**config.mk**
```make
export PLATFORM = sky130hd
export DESIGN_NAME = i2c_regs_target
export DESIGN_NICKNAME = d
export VERILOG_FILES = /design/src/rtl/i2c_tgt_pkg.sv /design/src/rtl/i2c_line_sync.sv /design/src/rtl/i2c_tgt_ptr.sv /design/src/rtl/i2c_tgt_fsm.sv /design/src/rtl/i2c_regs_target.sv
export SDC_FILE = /design/constraint.sdc
export NUM_CORES = 1
export LEC_CHECK = 0
export BUFFER_PORTS_ARGS = -buffer_cell sky130_fd_sc_hd__buf_2
export CAP_MARGIN = 20
export CELL_PAD_IN_SITES_DETAIL_PLACEMENT = 2
export CELL_PAD_IN_SITES_GLOBAL_PLACEMENT = 2
export CORE_MARGIN = 1
export CORE_UTILIZATION = 39
export DETAILED_ROUTE_END_ITERATION = 12
export HOLD_SLACK_MARGIN = 0.05
export PLACE_DENSITY = 0.95
export SLEW_MARGIN = 20
export SYNTH_ARGS = -nofsm -noshare
export SYNTH_HDL_FRONTEND = slang
export SYNTH_HIERARCHICAL = 1
export SYNTH_SLANG_ARGS = --single-unit
```
**constraint.sdc**
```tcl
create_clock -name clk -period 2.45 [get_ports clk]
set_clock_uncertainty 0.2 [all_clocks]
set_input_delay 0.245 -clock clk [delete_from_list [all_inputs] [get_ports clk]]
set_output_delay 0.245 -clock clk [all_outputs]
set_load 0.005 [all_outputs]
```
**src/rtl/i2c_tgt_pkg.sv**
```systemverilog
package i2c_tgt_pkg;

  localparam int BYTE_W = 8;
  localparam int DEVA_W = 7;
  localparam int CNT_W  = $clog2(BYTE_W + 1);

  typedef enum logic [3:0] {
    ST_IDLE,
    ST_ADDR,
    ST_ADDR_ACK,
    ST_PTR,
    ST_PTR_ACK,
    ST_WDATA,
    ST_WDATA_ACK,
    ST_RDATA,
    ST_RD_ACK,
    ST_WAIT
  } tgt_state_t;

endpackage

```
**src/rtl/i2c_line_sync.sv**
```systemverilog
module i2c_line_sync #(
  parameter int STAGES = 2
) (
  input  logic clk,
  input  logic rst_n,
  input  logic scl_in,
  input  logic sda_in,
  output logic scl_s,
  output logic sda_s,
  output logic scl_rise,
  output logic scl_fall,
  output logic start_det,
  output logic stop_det
);

  localparam int LINES = 2;

  logic [LINES-1:0]  raw;
  logic [STAGES-1:0] chain [LINES];
  logic              scl_q;
  logic              sda_q;

  assign raw = {scl_in, sda_in};

  generate
    for (genvar l = 0; l < LINES; l++) begin : g_line
      logic [STAGES-1:0] chain_d;
      if (STAGES == 1) begin : g_one
        assign chain_d = raw[l];
      end else begin : g_many
        assign chain_d = {chain[l][STAGES-2:0], raw[l]};
      end
      always_ff @(posedge clk or negedge rst_n) begin
        if (!rst_n) begin
          chain[l] <= '1;
        end else begin
          chain[l] <= chain_d;
        end
      end
    end
  endgenerate

  assign scl_s = chain[1][STAGES-1];
  assign sda_s = chain[0][STAGES-1];

  always_ff @(posedge clk or negedge rst_n) begin
    if (!rst_n) begin
      scl_q <= 1'b1;
      sda_q <= 1'b1;
    end else begin
      scl_q <= scl_s;
      sda_q <= sda_s;
    end
  end

  assign scl_rise  = scl_s & ~scl_q;
  assign scl_fall  = ~scl_s & scl_q;
  assign start_det = scl_s & scl_q & sda_q & ~sda_s;
  assign stop_det  = scl_s & scl_q & ~sda_q & sda_s;

endmodule

```
**src/rtl/i2c_tgt_ptr.sv**
```systemverilog
module i2c_tgt_ptr #(
  parameter int PTR_W = 8
) (
  input  logic             clk,
  input  logic             rst_n,
  input  logic             load,
  input  logic             inc,
  input  logic [PTR_W-1:0] load_val,
  output logic [PTR_W-1:0] ptr
);

  logic [PTR_W-1:0] ptr_d;

  always_comb begin
    ptr_d = ptr;
    if (load) begin
      ptr_d = load_val;
    end else if (inc) begin
      ptr_d = ptr + 1'b1;
    end
  end

  always_ff @(posedge clk or negedge rst_n) begin
    if (!rst_n) begin
      ptr <= '0;
    end else if (load || inc) begin
      ptr <= ptr_d;
    end
  end

  // a step from all ones lands on zero
  assert_ptr_wrap_R9: assert property (@(posedge clk) disable iff (!rst_n)
    (inc && !load && ptr == '1) |=> (ptr == '0));

  // without a load or a step the pointer holds
  assert_ptr_hold_R8: assert property (@(posedge clk) disable iff (!rst_n)
    (!load && !inc) |=> $stable(ptr));

endmodule

```
**src/rtl/i2c_tgt_fsm.sv**
```systemverilog
module i2c_tgt_fsm
  import i2c_tgt_pkg::*;
#(
  parameter logic [DEVA_W-1:0] DEV_ADDR = 7'b0001110
) (
  input  logic              clk,
  input  logic              rst_n,
  input  logic              scl_s,
  input  logic              sda_s,
  input  logic              scl_rise,
  input  logic              scl_fall,
  input  logic              start_det,
  input  logic              stop_det,
  input  logic [BYTE_W-1:0] rd_data,
  output logic              sda_oe,
  output logic              wr_en,
  output logic              ptr_load,
  output logic              ptr_inc,
  output logic [BYTE_W-1:0] shreg
);

  localparam logic [CNT_W-1:0] FULL = CNT_W'(BYTE_W);

  tgt_state_t        state_q, state_d;
  logic [CNT_W-1:0]  cnt_q, cnt_d;
  logic [BYTE_W-1:0] sh_q, sh_d;
  logic              oe_q, oe_d;
  logic              rw_q, rw_d;
  logic              mack_q, mack_d;

  always_comb begin
    state_d  = state_q;
    cnt_d    = cnt_q;
    sh_d     = sh_q;
    oe_d     = oe_q;
    rw_d     = rw_q;
    mack_d   = mack_q;
    wr_en    = 1'b0;
    ptr_load = 1'b0;
    ptr_inc  = 1'b0;
    if (stop_det) begin
      state_d = ST_IDLE;
      oe_d    = 1'b0;
    end else if (start_det) begin
      state_d = ST_ADDR;
      cnt_d   = '0;
      oe_d    = 1'b0;
    end else begin
      unique case (state_q)
        ST_ADDR, ST_PTR, ST_WDATA: begin
          if (scl_rise && cnt_q != FULL) begin
            sh_d  = {sh_q[BYTE_W-2:0], sda_s};
            cnt_d = cnt_q + 1'b1;
          end else if (scl_fall && cnt_q == FULL) begin
            cnt_d = '0;
            if (state_q == ST_ADDR) begin
              if (sh_q[BYTE_W-1:1] == DEV_ADDR) begin
                state_d = ST_ADDR_ACK;
                oe_d    = 1'b1;
                rw_d    = sh_q[0];
              end else begin
                state_d = ST_WAIT;
              end
            end else if (state_q == ST_PTR) begin
              ptr_load = 1'b1;
              state_d  = ST_PTR_ACK;
              oe_d     = 1'b1;
            end else begin
              wr_en   = 1'b1;
              ptr_inc = 1'b1;
              state_d = ST_WDATA_ACK;
              oe_d    = 1'b1;
            end
          end
        end
        ST_ADDR_ACK: begin
          if (scl_fall) begin
            if (rw_q) begin
              state_d = ST_RDATA;
              sh_d    = rd_data;
              oe_d    = ~rd_data[BYTE_W-1];
              cnt_d   = CNT_W'(1);
            end else begin
              state_d = ST_PTR;
              oe_d    = 1'b0;
              cnt_d   = '0;
            end
          end
        end
        ST_PTR_ACK, ST_WDATA_ACK: begin
          if (scl_fall) begin
            state_d = ST_WDATA;
            oe_d    = 1'b0;
            cnt_d   = '0;
          end
        end
        ST_RDATA: begin
          if (scl_fall) begin
            if (cnt_q == FULL) begin
              state_d = ST_RD_ACK;
              oe_d    = 1'b0;
            end else begin
              oe_d  = ~sh_q[BYTE_W-2];
              sh_d  = {sh_q[BYTE_W-2:0], 1'b0};
              cnt_d = cnt_q + 1'b1;
            end
          end
        end
        ST_RD_ACK: begin
          if (scl_rise) begin
            ptr_inc = 1'b1;
            mack_d  = ~sda_s;
          end else if (scl_fall) begin
            if (mack_q) begin
              state_d = ST_RDATA;
              sh_d    = rd_data;
              oe_d    = ~rd_data[BYTE_W-1];
              cnt_d   = CNT_W'(1);
            end else begin
              state_d = ST_WAIT;
            end
          end
        end
        default: begin
        end
      endcase
    end
  end

  always_ff @(posedge clk or negedge rst_n) begin
    if (!rst_n) begin
      state_q <= ST_IDLE;
      cnt_q   <= '0;
      sh_q    <= '0;
      oe_q    <= 1'b0;
      rw_q    <= 1'b0;
      mack_q  <= 1'b0;
    end else begin
      state_q <= state_d;
      cnt_q   <= cnt_d;
      sh_q    <= sh_d;
      oe_q    <= oe_d;
      rw_q    <= rw_d;
      mack_q  <= mack_d;
    end
  end

  assign sda_oe = oe_q;
  assign shreg  = sh_q;

  // a quiet wait never pulls the line
  assert_wait_quiet_R2: assert property (@(posedge clk) disable iff (!rst_n)
    (state_q == ST_WAIT) |-> !oe_q);

  // the drive changes only while SCL is low, apart from framing events
  assert_oe_on_low_R1: assert property (@(posedge clk) disable iff (!rst_n)
    !$stable(oe_q) |-> (!scl_s || $past(start_det || stop_det)));

  // a stop lands in idle with the line released
  assert_stop_idle_R8: assert property (@(posedge clk) disable iff (!rst_n)
    stop_det |=> (state_q == ST_IDLE && !oe_q));

  // a register write never coincides with the block driving SDA
  assert_write_released_R3: assert property (@(posedge clk) disable iff (!rst_n)
    wr_en |-> !oe_q);

  // a read byte ends with the line released for the master's answer
  assert_read_ack_release_R5: assert property (@(posedge clk) disable iff (!rst_n)
    (state_q == ST_RD_ACK) |-> !oe_q);

endmodule

```
**src/rtl/i2c_regs_target.sv**
```systemverilog
module i2c_regs_target
  import i2c_tgt_pkg::*;
#(
  parameter int                PTR_W       = 8,
  parameter int                SYNC_STAGES = 2,
  parameter logic [DEVA_W-1:0] DEV_ADDR    = 7'b0001110
) (
  input  logic              clk,
  input  logic              rst_n,
  input  logic              scl_in,
  input  logic              sda_in,
  output logic              sda_oe,
  output logic [PTR_W-1:0]  rf_addr,
  output logic              rf_wr_en,
  output logic [BYTE_W-1:0] rf_wr_data,
  input  logic [BYTE_W-1:0] rf_rd_data
);

  logic rst_meta;
  logic rst_n_s;

  always_ff @(posedge clk or negedge rst_n) begin
    if (!rst_n) begin
      rst_meta <= 1'b0;
      rst_n_s  <= 1'b0;
    end else begin
      rst_meta <= 1'b1;
      rst_n_s  <= rst_meta;
    end
  end

  logic scl_s, sda_s, scl_rise, scl_fall, start_det, stop_det;
  logic ptr_load, ptr_inc;
  logic [BYTE_W-1:0] shreg;

  i2c_line_sync #(
    .STAGES(SYNC_STAGES)
  ) u_sync (
    .clk      (clk),
    .rst_n    (rst_n_s),
    .scl_in   (scl_in),
    .sda_in   (sda_in),
    .scl_s    (scl_s),
    .sda_s    (sda_s),
    .scl_rise (scl_rise),
    .scl_fall (scl_fall),
    .start_det(start_det),
    .stop_det (stop_det)
  );

  i2c_tgt_fsm #(
    .DEV_ADDR(DEV_ADDR)
  ) u_fsm (
    .clk      (clk),
    .rst_n    (rst_n_s),
    .scl_s    (scl_s),
    .sda_s    (sda_s),
    .scl_rise (scl_rise),
    .scl_fall (scl_fall),
    .start_det(start_det),
    .stop_det (stop_det),
    .rd_data  (rf_rd_data),
    .sda_oe   (sda_oe),
    .wr_en    (rf_wr_en),
    .ptr_load (ptr_load),
    .ptr_inc  (ptr_inc),
    .shreg    (shreg)
  );

  logic [PTR_W-1:0] ptr_val;

  generate
    if (PTR_W > BYTE_W) begin : g_wide
      assign ptr_val = {{(PTR_W-BYTE_W){1'b0}}, shreg};
    end else begin : g_narrow
      assign ptr_val = shreg[PTR_W-1:0];
    end
  endgenerate

  i2c_tgt_ptr #(
    .PTR_W(PTR_W)
  ) u_ptr (
    .clk     (clk),
    .rst_n   (rst_n_s),
    .load    (ptr_load),
    .inc     (ptr_inc),
    .load_val(ptr_val),
    .ptr     (rf_addr)
  );

  assign rf_wr_data = shreg;

endmodule

```
**After elaboration in Yosys (flattened, before gate mapping)**

Cells that the tools add are included.

- Bits in read-only memories: 0
- Bits in latches: 0
- Output and inout bits: 18
- Input port bits: 12
- Memories kept: 0
- Bits in writable memories: 0
- Register bits: 35
- Logic and storage cells: 156

- Divide/modulo/power cells: 0
- Bitwise gates (word level): 16
- Eq/ne operators: 37
- Reductions and logical operators: 16
- $lt $le $gt $ge: 0
- Shift-type cells: 0
- Multipliers: 0
- $add $sub $neg: 2
- Multiplexer cells: 72

Operators with widths:

| kind | count |
|---|---|
| two-way mux 4 bit | 23 |
| two-way mux 8 bit | 10 |
| one-hot mux 4 bit (5 select lines) | 2 |
| two-way mux 1 bit | 32 |
| one-hot mux 8 bit (4 select lines) | 1 |
| inequality test 4 x 3 -> 1 bit, second input constant | 7 |
| AND reduction 10 bit | 2 |
| equality test 4 x 3 -> 1 bit, second input constant | 4 |
| inequality test 3 x 2 -> 1 bit, second input constant | 5 |
| inequality test 2 x 1 -> 1 bit, second input constant | 6 |
| inequality test 4 bit, second input constant | 3 |
| AND reduction 11 bit | 1 |
| inverter 1 bit | 9 |
| AND reduction 9 bit | 1 |
| adder 8 x 1 -> 8 bit, second input constant | 1 |
| equality test 4 x 2 -> 1 bit, second input constant | 2 |
| equality test 4 bit, second input constant | 2 |
| bitwise AND 1 bit | 7 |
| equality test 7 x 4 -> 1 bit, second input constant | 1 |
| AND reduction 7 bit | 1 |
| nonzero test 7 bit | 1 |
| inequality test 3 bit, second input constant | 2 |
| nonzero test 6 bit | 1 |
| inequality test 5 bit, second input constant | 1 |
| other kinds (16) | 18 |

**Depth between registers and ports, before layout**

- Depth in word-level cells: 10
- Depth in mapped cells: 10
- Mapped depth without buffers: 9

**Hierarchy**

Netlist, hierarchy kept.

By module, submodules not included:

| module | cells each | instances | seq. area each (um^2) | area an instance (um^2) |
|---|---|---|---|---|
| i2c_tgt_fsm | 167 | 1 | 475.5 | 1,512.7 |
| i2c_tgt_ptr | 49 | 1 | 200.2 | 450.4 |
| i2c_line_sync | 10 | 1 | 157.7 | 190.2 |
| i2c_regs_target | 3 | 1 | 50.0 | 53.8 |

**Worst setup path before layout**

Ideal clock, no wire load.

- Path type: reg-to-reg
- Start: register u_sync.chain, in the netlist u_sync/sda_s
- End: register u_ptr.ptr[7]
- Period minus slack after synthesis: 2.679 ns
- Arrival: 2.410 ns
- Required time: 2.181 ns
- Library setup time: 0.069 ns
- Stages on the path, launching flop included: 11
- Setup slack: -0.229 ns
- Buffers on the path: 2
- Cells stage by stage: dfstp_2 > and4b_1 > clkbuf_1 > nor2_1 > nand4_1 > nor3b_1 > nand2b_1 > buf_4 > nand4_4 > or4_1 > nand3_1

- Longest elaborated chain between the ends: 6
- Elaborated cells on any way between the ends: 11
- Those cells by class: mux: 5; bitwise: 3; reduce/logical: 3

RTL lines:

| element | line | source |
|---|---|---|
| start, declared | i2c_line_sync.sv:19 | `logic [STAGES-1:0] chain [LINES];` |
| start signal, assigned by index | i2c_line_sync.sv:37 | `chain[l] <= chain_d;` |
| inverter 1 bit * | i2c_line_sync.sv:58 | `assign start_det = scl_s & scl_q & sda_q & ~sda_s;` |
| bitwise AND 1 bit * | i2c_line_sync.sv:58 |  |
| named net start_det | i2c_regs_target.sv:32 | `logic scl_s, sda_s, scl_rise, scl_fall, start_det, stop_det;` |
| two-way mux 1 bit * | i2c_tgt_fsm.sv:44 | `end else if (start_det) begin` |
| two-way mux 1 bit * | i2c_tgt_fsm.sv:41 | `if (stop_det) begin` |
| named net ptr_inc | i2c_regs_target.sv:33 | `logic ptr_load, ptr_inc;` |
| nonzero test 2 bit (no source line) or logical OR 1 bit (tied branches) | -- |  |
| AND reduction 2 bit (no source line) * | -- |  |
| end signal, assigned | i2c_tgt_ptr.sv:27 | `ptr <= ptr_d;` |
| end, declared | i2c_tgt_ptr.sv:9 | `output logic [PTR_W-1:0] ptr` |

Mark *: on every way through the listed nets, which the timed path passes. The rest lies on a longest branch.
A chain may end at the register's enable or synchronous reset.

**Worst setup path in the final report**

- Start: register u_fsm.cnt_q[1]
- End: register u_ptr.ptr[6]

- Longest elaborated chain between the ends: 9
- Elaborated cells on any way between the ends: 18
- Those cells by class: eq/ne: 2; mux: 11; reduce/logical: 5

RTL lines:

| element | line | source |
|---|---|---|
| start, declared | i2c_tgt_fsm.sv:25 | `logic [CNT_W-1:0] cnt_q, cnt_d;` |
| start signal, assigned | i2c_tgt_fsm.sv:140 | `cnt_q <= cnt_d;` |
| equality test 4 bit | i2c_tgt_fsm.sv:54 | `end else if (scl_fall && cnt_q == FULL) begin` |
| logical AND 1 bit | i2c_tgt_fsm.sv:54 |  |
| two-way mux 1 bit | i2c_tgt_fsm.sv:54 |  |
| two-way mux 1 bit * | i2c_tgt_fsm.sv:51 | `if (scl_rise && cnt_q != FULL) begin` |
| one-hot mux 1 bit (2 select lines) * | i2c_tgt_fsm.sv:49 | `unique case (state_q)` |
| two-way mux 1 bit * | i2c_tgt_fsm.sv:44 |  |
| two-way mux 1 bit * | i2c_tgt_fsm.sv:41 |  |
| named net ptr_inc | i2c_regs_target.sv:33 |  |
| nonzero test 2 bit (no source line) or logical OR 1 bit (tied branches) | -- |  |
| AND reduction 2 bit (no source line) * | -- |  |

Marked as above.

==> results.cfg <==
[outcome]
outcome = complete, but fails checks
failed_checks = negative setup slack

[sta]
final_hold_viol_count = 0
tightest_slew_ps = 758.5
fmax_mhz = 389.9
rsz0062_at_grt = yes
setup_ws_ps = -114.8
drv_slew = 0
slew_headroom_pct = 49.09
worst_hold_slack_ps = 46.23
setup_violations = 14
fin_crit_ps = 2565
finalCritPeriodShare_pct = 104.7

[drt]
routed-via-count = 2150
drcViolationCount = 0
wl_mm = 9.427
drtPass1Iterations = 4
avgViaCountPerCell = 6.143
ant_nets = 0
drtIter0Drc = 126
avgRoutedWirePerCell_um = 26.93

[synth]
ys_ff_latch = 35
synthDistinctLibCells = 63
synth-seq-area-share_pct = 40.02
synth_top_area_share_pct = 32.88
yosysTopAreaCell = dfrtp_1
synth.top_cells.by_area = dfrtp_1, dfstp_2, mux2_4, nand2_1, mux2_2
ys_async_sr_fraction_pct = 100.0
synthCells = 229
synth_ff_type = dfrtp_1
synth_most_common_cell = dfrtp_1
synth_warnings = 6
synth_common_cells = dfrtp_1, nand2_1, nand3_1, o21ai_1
synth_edf_count = 0
avgSynthCellArea_um2 = 9.638
synthesis.area_um2 = 2207
synth.net_count = 244

[clock_tree]
cts.sinks = 35
cts-buffers-inserted = 5
clock_path_buffers = 2
cts_tree = yes
clk_pin_slew_worst_paths_ps = 80
clock_latency_ps = 300
cts-root-buf = clkbuf_8
h-tree-depth = 2

[critical_path]
r2r_end = u_ptr/ptr[6]
rrSetupSlack_ps = -110
critPathLaunchType = register
worstRegToRegCells = 9
worstSetupStartpoint = u_fsm/cnt_q[1]
criticalPathCategory = register to register
worstPathRequired_ps = 2480
critPathCaptureType = register
crit_arrival_ps = 2590
timing.rr.start = u_fsm/cnt_q[1]
cp_max_fo = 4
critPathCapture = u_ptr/ptr[6]

[pwr]
seq_power_share_pct = 31.7
vdd_ir_drop_max_mv = 0.4680
power.switching_w = 0.001426
clkPwrFrac_pct = 14.9
pwr-share-comb_pct = 53.4
powerDensity_nw_per_um2 = 1161
swShare_pct = 44.10
power.leakage_nw = 1.173
internal_power_w = 0.001807

[placed_design]
dpl.cell_count = 335
gp_congestion = 0.8480
dp_hpwl_mm = 6.179
port_buffers = 29

[floorplanning]
start_util_pct = 40.33
die_width_um = 77.23
io_pins = 30
placement_rows = 27
die_y_um = 77.23
fp.dieArea_um2 = 5964
core_area_um2 = 5473

[layout]
nets = 292
ff_latch_area_um2 = 883.3
final_layout_size_suffix_gt1_share_pct = 34.53
multi_input_area_um2 = 1266
antennaDiodeCount = 0
final_cells = 350
area_delta_synth_final_pct = 26.19
num-fill-cells = 571

[global_routing]
grt_pass1_wl_mm = 14.57
gr-total-overflow = 0
grt_pass1_vias = 2428
grt_usage_pct = 33.27
grt_max_degree = 21
antenna_found_initial = 0

[min_path]
hp-class = register to async pin

[run]
maxCapViolations = 0
[through the flow]
| step | util [%] | total power (W) | setup slack [ps] | area (um^2) | TNS, ps |
|---|---|---|---|---|---|
| detailed placement | 46.96 | 0.002607 | -131.2 | 2570 | -461.5 |
| global placement | 46.96 | 0.002414 | 128.2 | 2570 | 0 |
| floorplan | - | 0.001940 | 6.327 | 2235 | 0 |
| global route | 50.89 | 0.003378 | -166.6 | 2785 | -1573 |
| finish | 50.89 | 0.003233 | -114.8 | 2785 | -694.5 |
| CTS | 50.21 | 0.003140 | -65.12 | 2748 | -188.6 |
[routing by layer]
layer	vias up	global-route usage, %	share of wire (%)
met5	-	0	0
met4	0	20.19	5.2
met3	38	4.881	4.0
met2	84	58.94	53
met1	1093	37.32	37
li1	935	-	-
[area by class of cell]
class | instances | area share, %
Inverter | 8 | 1.078
Clock buffer | 8 | 3.594
Multi-Input combinational cell | 171 | 45.46
Sequential cell | 35 | 31.72
Timing Repair Buffer | 56 | 14.91
Tap cell | 72 | 3.235
[sequential cells by signal, indices dropped and copies added, names as in the netlist]
signal,count
rst_meta,1
u_fsm/mack_q,1
u_sync/sda_q,1
u_ptr/ptr,8
u_fsm/rw_q,1
u_fsm/cnt_q,4
u_sync/sda_s,1
u_sync/chain,2
rst_n_s,1
u_fsm/sda_oe,1
u_fsm/shreg,8
u_fsm/state_q,4
u_sync/scl_q,1
u_sync/scl_s,1
[logic make-up (layout without fill, tap and decap cells)]
group	Yosys count	count (layout)	share of synthesized area, %
buffers and inverters	23	72	5.215
XOR/XNOR	5	5	1.984
AO/OA/AOI/OAI	52	52	15.99
multiplexers	19	19	10.88
flip-flops	35	35	40.02
adder cells (fa/ha/maj)	3	3	1.701
AND/OR/NAND/NOR	91	91	24.04
other	1	1	0.1699
[worst min-delay path by stage]
stage / endpoint / slack [ps] / depth (start not counted)
after detailed placement: rst_n_s / -170 / 1
after floorplan: rst_meta / -250 / 0
after CTS: rst_meta / 50 / 2
after global routing: rst_meta / 90 / 2
final: u_fsm/sda_oe / 50 / 0
after global placement: rst_meta / -170 / 1
[placed cells by master (no fill, tap or decap), types with 3 or more instances in the layout]
master,count
dfrtp_1,29
buf_2,28
nand2_1,23
buf_4,19
o21ai_1,11
nand3_1,10
nor2b_1,9
o21ai_0,8
mux2_4,8
clkbuf_8,7
inv_1,7
nor3_1,7
mux2_2,7
nand4_1,6
nor2_1,6
dfstp_2,6
o211ai_1,4
a21oi_1,4
buf_12,4
dlygate4sd3_1,3
nor3b_1,3
mux2i_1,3
ha_1,3
[critical path, stage by stage, from the launching register on]
cell and delay [ps]:
dfrtp_1 430, inv_1 130, ha_1 190, and3b_1 210, nand4_1 200, nor3b_2 280, nand2b_4 200, nand3_1 120
or4_4 430, nand3_1 100
[power by group through the flow]
| stage | Clock [W] | Sequential [W] | Combinational [W] |
|---|---|---|---|
| 3_3_place_gp | 0 | 0.000984 | 0.00143 |
| 6_report | 0.000482 | 0.00102 | 0.00173 |
| 2_1_floorplan | 0 | 0.000953 | 0.000988 |
| 4_1_cts | 0.000497 | 0.00101 | 0.00163 |
| 5_1_grt | 0.000508 | 0.00104 | 0.00183 |
| 3_5_place_dp | 0 | 0.00102 | 0.00159 |
[timing repair]
item / CTS / global route
hold endpoints to repair: 4 / 0
setup buffers: 4 / 2
setup endpoints to repair: 16 / 19
pin swaps: 2 / 4
resized for setup: 6 / 8
hold buffers: 3 / 0
(Power assumes the default switching activity.)
